File: src/rtl/ctl_mbx_pkg.sv
package ctl_mbx_pkg;
  localparam int unsigned MBX_NUM_BYTES = 8;
  localparam int unsigned MBX_BYTE_W    = 8;

  typedef struct packed {
    logic done;   // complete message stored
    logic drop;   // dropped message finished
  } msg_evt_t;
endpackage

File: src/rtl/msg_assembler.sv
module msg_assembler #(
  parameter int unsigned NUM_BYTES = 8,
  parameter int unsigned CNT_W     = (NUM_BYTES > 1) ? $clog2(NUM_BYTES) : 1
) (
  input  logic                  clk_i,
  input  logic                  rst_ni,
  input  logic                  valid_i,
  input  logic                  sop_i,
  input  logic                  full_i,
  output logic                  wr_en_o,
  output logic [CNT_W-1:0]      wr_idx_o,
  output ctl_mbx_pkg::msg_evt_t evt_o
);
  localparam logic [CNT_W-1:0] LAST_IDX = CNT_W'(NUM_BYTES - 1);

  logic             busy_q, drop_q;
  logic [CNT_W-1:0] cnt_q;
  logic             start, cont, take, drop_now, last;

  assign start    = valid_i & sop_i;
  assign cont     = valid_i & ~sop_i & busy_q;
  assign take     = start | cont;
  assign wr_idx_o = start ? '0 : cnt_q;
  // drop decision is latched at start of message
  assign drop_now = start ? full_i : drop_q;
  assign last     = take & (wr_idx_o == LAST_IDX);
  assign wr_en_o  = take & ~drop_now;
  assign evt_o.done = last & ~drop_now;
  assign evt_o.drop = last & drop_now;

  always_ff @(posedge clk_i or negedge rst_ni) begin
    if (!rst_ni) begin
      busy_q <= 1'b0;
      drop_q <= 1'b0;
      cnt_q  <= '0;
    end else if (take) begin
      if (last) begin
        busy_q <= 1'b0;
        drop_q <= 1'b0;
        cnt_q  <= '0;
      end else begin
        busy_q <= 1'b1;
        drop_q <= drop_now;
        cnt_q  <= wr_idx_o + 1'b1;
      end
    end
  end

  // a message starting on a full buffer writes nothing
  a_r5_no_write_when_full: assert property (@(posedge clk_i) disable iff (!rst_ni)
    (start && full_i) |-> !wr_en_o);
  // stray byte outside a message is not taken
  a_r4_stray_ignored: assert property (@(posedge clk_i) disable iff (!rst_ni)
    (valid_i && !sop_i && !busy_q) |-> !wr_en_o);
endmodule

File: src/rtl/msg_regs.sv
module msg_regs #(
  parameter int unsigned NUM_BYTES = 8,
  parameter int unsigned BYTE_W    = 8,
  parameter int unsigned CNT_W     = (NUM_BYTES > 1) ? $clog2(NUM_BYTES) : 1
) (
  input  logic                        clk_i,
  input  logic                        rst_ni,
  input  logic                        wr_en_i,
  input  logic [CNT_W-1:0]            wr_idx_i,
  input  logic [BYTE_W-1:0]           wr_data_i,
  input  logic                        full_i,
  output logic [NUM_BYTES*BYTE_W-1:0] data_o
);
  for (genvar i = 0; i < NUM_BYTES; i++) begin : g_reg
    logic [BYTE_W-1:0] q;
    always_ff @(posedge clk_i or negedge rst_ni) begin
      if (!rst_ni)                                   q <= '0;
      else if (wr_en_i && wr_idx_i == CNT_W'(i))     q <= wr_data_i;
    end
    assign data_o[i*BYTE_W +: BYTE_W] = q;
  end

  // stored message held while the flag is set
  a_r5_data_held: assert property (@(posedge clk_i) disable iff (!rst_ni)
    full_i |=> $stable(data_o));
endmodule

File: src/rtl/mbx_flag.sv
module mbx_flag (
  input  logic                  clk_i,
  input  logic                  rst_ni,
  input  ctl_mbx_pkg::msg_evt_t evt_i,
  input  logic                  full_clr_i,
  input  logic                  ovr_clr_i,
  input  logic                  irq_en_i,
  output logic                  full_o,
  output logic                  ovr_o,
  output logic                  irq_o
);
  logic full_q, ovr_q;

  always_ff @(posedge clk_i or negedge rst_ni) begin
    if (!rst_ni) begin
      full_q <= 1'b0;
      ovr_q  <= 1'b0;
    end else begin
      if (evt_i.done)      full_q <= 1'b1;
      else if (full_clr_i) full_q <= 1'b0;
      if (evt_i.drop)      ovr_q  <= 1'b1;
      else if (ovr_clr_i)  ovr_q  <= 1'b0;
    end
  end

  assign full_o = full_q;
  assign ovr_o  = ovr_q;
  assign irq_o  = full_q & irq_en_i;

  // flag rises only after a completed message
  a_r3_full_from_done: assert property (@(posedge clk_i) disable iff (!rst_ni)
    $rose(full_q) |-> $past(evt_i.done));
  // release clears the flag
  a_r6_clear: assert property (@(posedge clk_i) disable iff (!rst_ni)
    (full_clr_i && !evt_i.done) |=> !full_q);
  // overrun is sticky
  a_r9_ovr_sticky: assert property (@(posedge clk_i) disable iff (!rst_ni)
    (ovr_q && !ovr_clr_i) |=> ovr_q);
endmodule

File: src/rtl/ctl_msg_mailbox.sv
module ctl_msg_mailbox #(
  parameter int unsigned NUM_BYTES = ctl_mbx_pkg::MBX_NUM_BYTES,
  parameter int unsigned BYTE_W    = ctl_mbx_pkg::MBX_BYTE_W,
  localparam int unsigned CNT_W    = (NUM_BYTES > 1) ? $clog2(NUM_BYTES) : 1,
  localparam int unsigned MSG_W    = NUM_BYTES * BYTE_W
) (
  input  logic              clk_i,
  input  logic              rst_ni,
  input  logic              byte_valid_i,
  input  logic              byte_sop_i,
  input  logic [BYTE_W-1:0] byte_data_i,
  input  logic              irq_en_i,
  input  logic              full_clr_i,
  input  logic              ovr_clr_i,
  output logic [MSG_W-1:0]  msg_data_o,
  output logic              full_o,
  output logic              irq_o,
  output logic              ovr_o,
  output logic              buf_avail_o
);
  logic                  wr_en;
  logic [CNT_W-1:0]      wr_idx;
  ctl_mbx_pkg::msg_evt_t evt;
  logic                  full;

  msg_assembler #(.NUM_BYTES(NUM_BYTES), .CNT_W(CNT_W)) u_asm (
    .clk_i    (clk_i),
    .rst_ni   (rst_ni),
    .valid_i  (byte_valid_i),
    .sop_i    (byte_sop_i),
    .full_i   (full),
    .wr_en_o  (wr_en),
    .wr_idx_o (wr_idx),
    .evt_o    (evt)
  );

  msg_regs #(.NUM_BYTES(NUM_BYTES), .BYTE_W(BYTE_W), .CNT_W(CNT_W)) u_regs (
    .clk_i     (clk_i),
    .rst_ni    (rst_ni),
    .wr_en_i   (wr_en),
    .wr_idx_i  (wr_idx),
    .wr_data_i (byte_data_i),
    .full_i    (full),
    .data_o    (msg_data_o)
  );

  mbx_flag u_flag (
    .clk_i      (clk_i),
    .rst_ni     (rst_ni),
    .evt_i      (evt),
    .full_clr_i (full_clr_i),
    .ovr_clr_i  (ovr_clr_i),
    .irq_en_i   (irq_en_i),
    .full_o     (full),
    .ovr_o      (ovr_o),
    .irq_o      (irq_o)
  );

  assign full_o      = full;
  assign buf_avail_o = ~full;

  // far-end status mirrors buffer state
  a_r8_avail: assert property (@(posedge clk_i) disable iff (!rst_ni)
    $rose(full_o) |-> !buf_avail_o);
endmodule

File: config.mk
export PLATFORM = sky130hd
export DESIGN_NAME = ctl_msg_mailbox
export DESIGN_NICKNAME = d
export VERILOG_FILES = /design/src/rtl/ctl_mbx_pkg.sv /design/src/rtl/msg_assembler.sv /design/src/rtl/msg_regs.sv /design/src/rtl/mbx_flag.sv /design/src/rtl/ctl_msg_mailbox.sv
export SDC_FILE = /design/constraint.sdc
export NUM_CORES = 1
export LEC_CHECK = 0
export BUFFER_PORTS_ARGS = -buffer_cell sky130_fd_sc_hd__buf_2
export CAP_MARGIN = 30
export CORE_MARGIN = 5
export CORE_UTILIZATION = 47
export CTS_CLUSTER_SIZE = 30
export DETAILED_ROUTE_END_ITERATION = 16
export PLACE_DENSITY = 0.75
export SYNTH_ARGS = -nofsm -noshare
export SYNTH_HDL_FRONTEND = slang
export SYNTH_SLANG_ARGS = --single-unit
File: constraint.sdc
create_clock -name clk_i -period 1.8 [get_ports clk_i]
set_input_delay 0.27 -clock clk_i [delete_from_list [all_inputs] [get_ports clk_i]]
set_output_delay 0.27 -clock clk_i [all_outputs]
set_load 0.03 [all_outputs]
==> parameters.txt <==
Parameter                              Value

Timing
  Highest clock frequency the design can meet    roughly 580 MHz
  Relative max-transition margin    65.18%
  Final setup violation count    0
  Final count of pins violating max slew    0
  Pin slew with the least headroom to its limit    0.5223 ns
  Setup Total Neg Slack    0 ns
  Post-route worst hold slack    approximately 0.13 ns
  Final setup skew    0.01202 ns
  Minimum clock period after layout    1.723 ns
  Unrepaired setup endpoints after global routing    no
  Final worst path period share    95.72%
  Final number of hold-violating endpoints    0

Worst setup path
  Kind of end point of the critical path    register
  R2r startpoint    u_asm.cnt_q[0]
  Critical setup path kind    register to register
  Highest net fanout along the worst path    5
  Worst Reg2Reg Path Length in Cells    6
  CP Data Arrival Time    between 1.5 and 2 ns
  Minimum setup slack among reg-to-reg paths    0.08 ns
  Required time of the critical path    between 2 and 2.5 ns
  Launching element type of the critical path    register
  Capture instance of the worst register-to-register path    u_regs.g_reg[7].q[0]

Placement
  Post-placement cell count    approximately 380
  Placed inst area    3726 um2
  GPL Wtd Cong    0.7506
  Number of input and output port buffers inserted    82
  HPWL after detailed placement    ~5100 um

Min path
  Cell count of the worst hold path    2
  Class of the worst hold path    primary input to register
  Min-Delay Endpoint    u_flag.full_o
  Beginning of the worst hold path    full_clr_i

Logic synthesis
  Cells after synthesis    209
  Post-Synthesis Cell Area    3141 um2
  Dominant synthesized flop cell    sky130_fd_sc_hd__dfrtp_1
  Cells taking the most area after synthesis    sky130_fd_sc_hd__dfrtp_1, sky130_fd_sc_hd__mux2_4, sky130_fd_sc_hd__mux2_2
  Number of nets produced by synthesis    230
  Post-synthesis async set-or-reset flop share    100.0%
  Number of enable-type register cells in the synthesized netlist    0
  Yosys warning count    0
  Library cell with the largest summed area after synthesis    sky130_fd_sc_hd__dfrtp_1
  Sequential fraction of the synthesis area    56.57%
  Share of the synthesized area in the top cell type    56.57%
  Post-synthesis cell type count    34
  Post-synthesis area per instance    roughly 15 um2
  Flop and latch count out of synthesis    71

Finish
  Share of post-route cells with drive strength above 1    57.99%
  Area growth from synthesis to layout    26.41%
  Ant. Diodes    0
  Non-Filler Cell Area, Final    3970 um2
  Final standard cell count with taps included and fillers excluded    396
  Commonest non-fill, non-tap cell in the layout    sky130_fd_sc_hd__buf_2
  Commonest cells after routing, fill and taps aside    sky130_fd_sc_hd__buf_2, sky130_fd_sc_hd__dfrtp_1, sky130_fd_sc_hd__mux2_4, sky130_fd_sc_hd__mux2_2, sky130_fd_sc_hd__buf_4
  Count of nets after finishing    around 340

Floorplan
  Floorplan Core Area    approximately 6400 um2
  Initial Util    48.90%
  Floorplan die area    8417 um2
  Die boundary height    ~92 um
  Count of standard-cell rows    29
  I/O pin count    83
  Horizontal extent of the die    roughly 90 um

Power
  Leakage power    2.000 nW
  Areal power density over the cells    1901 nW/um2
  Power after layout    7.548 mW
  Max rail drop VDD    1.088 mV

Detailed routing
  Final routed DRC violation total    0
  Final wirelength    around 7300 um
  Remaining antenna violation count    0
  Via-per-instance ratio    5.197
  Starting DRT DRC Count    75
  Total number of vias    2058
  Pre-antenna DRT Iters    4
  Final routed wire length divided by cell count    between 15 and 20 um

Clock tree
  Buffer type at the clock tree root    sky130_fd_sc_hd__clkbuf_8
  Clock buffers created by TritonCTS    9
  H-tree levels    3
  Worst-case clock buffer depth    2
  Latest clock arrival within the worst-skew pair    0.34 ns
  TritonCTS clock tree    built
  TritonCTS sink count    slightly above 70
  Clock Pin Slew Worst Setup and Hold Paths    0.07 ns

Global route
  Global Route met1 Usage    25.40%
  Via count of the first global-routing pass    2180
  M3 GR Usage    just under 4%
  Antenna violations before repair    0
  Met2 layer usage reported by global route    26.66%
  Aggregate global-route resource usage    17.79%
  Maximum number of pins on one net before global-route repair    40
  Total congestion overflow    0
  Routing layer with the top usage in global route    met2
  Wire length of the first global-routing pass    11720 um

Run status
  Status    completed

Flow run
  MaxCap Viol Count    0
## worst max path at each step
stage	startpoint	endpoint
final	u_asm.cnt_q[0]	u_regs.g_reg[7].q[0]
after floorplan	byte_valid_i	u_regs.g_reg[7].q[0]
after detailed placement	byte_valid_i	u_regs.g_reg[5].q[2]
after global routing	u_asm.cnt_q[0]	u_regs.g_reg[2].q[2]
after CTS	u_asm.cnt_q[0]	u_regs.g_reg[6].q[4]
after global placement	byte_valid_i	u_regs.g_reg[4].q[0]
## what timing repair did
action	in CTS	in global routing
setup endpoints to repair	16	40
hold endpoints to repair	38	0
gates cloned	1	0
hold buffers	1	0
gates resized for setup	2	6
buffers inserted	0	2
## area by class of cell
class,instances,area (um2)
well taps,77,96.34
inverters,13,48.80
repair buffers,102,578.1
multi-input cells,117,1271
clock inverters,6,71.32
flip-flops and latches,71,1777
clock buffers,10,127.6
fillers,523,2452
## cells by family after synthesis
| kind of cell | Yosys count | synth area share, % |
|---|---|---|
| compound gates | 32 | 7.889 |
| simple gates | 21 | 4.940 |
| flops | 71 | 56.57 |
| mux | 57 | 24.38 |
| buf+inv | 22 | 3.825 |
| fa+ha+maj | 6 | 2.390 |
## through the flow
stage	util (%)	setup slack (ns)
after floorplan	-	0.01986
after global placement	58.02	-0.06157
after detailed placement	58.02	-0.1167
after CTS	61.50	0.001898
after global routing	61.82	0.006904
final	61.82	0.07709
## layer usage
layer	routed length [um]	share of wire, %	up-vias
met5	0	0	-
met4	95	1.3	0
met3	365	5.0	10
met2	3388	47	61
met1	3428	47	1025
li1	-	-	962
## report_power, final
part	total [mW]	internal [mW]	switching [mW]
registers	2.71	2.30	0.408
clock network	1.26	0.647	0.617
logic	3.57	1.40	2.18
total	7.55	4.35	3.20
## registers in the layout, summed over array words and instances (netlist names)
signal / flops
u_regs.g.q: 64
u_asm.cnt_q: 3
u_asm.busy_q: 1
u_asm.drop_q: 1
u_flag.full_o: 1
u_flag.ovr_o: 1
## synthesized netlist by cell type, drive strengths merged, types with 3 or more instances
cell    instances
o21ai          12
nand2           4
buf             7
and3            3
mux2           57
dfrtp          71
and2            4
ha              6
o311ai          8
inv            13
o211ai          3
## worst max-delay path: stages (launching register included)
cell                       delay (ns)
sky130_fd_sc_hd__dfrtp_1         0.39
sky130_fd_sc_hd__and2_1          0.18
sky130_fd_sc_hd__ha_1            0.23
sky130_fd_sc_hd__ha_2            0.21
sky130_fd_sc_hd__nand2_2         0.09
sky130_fd_sc_hd__o21bai_4        0.16
sky130_fd_sc_hd__mux2_2          0.36
(Power assumes the default switching activity.)
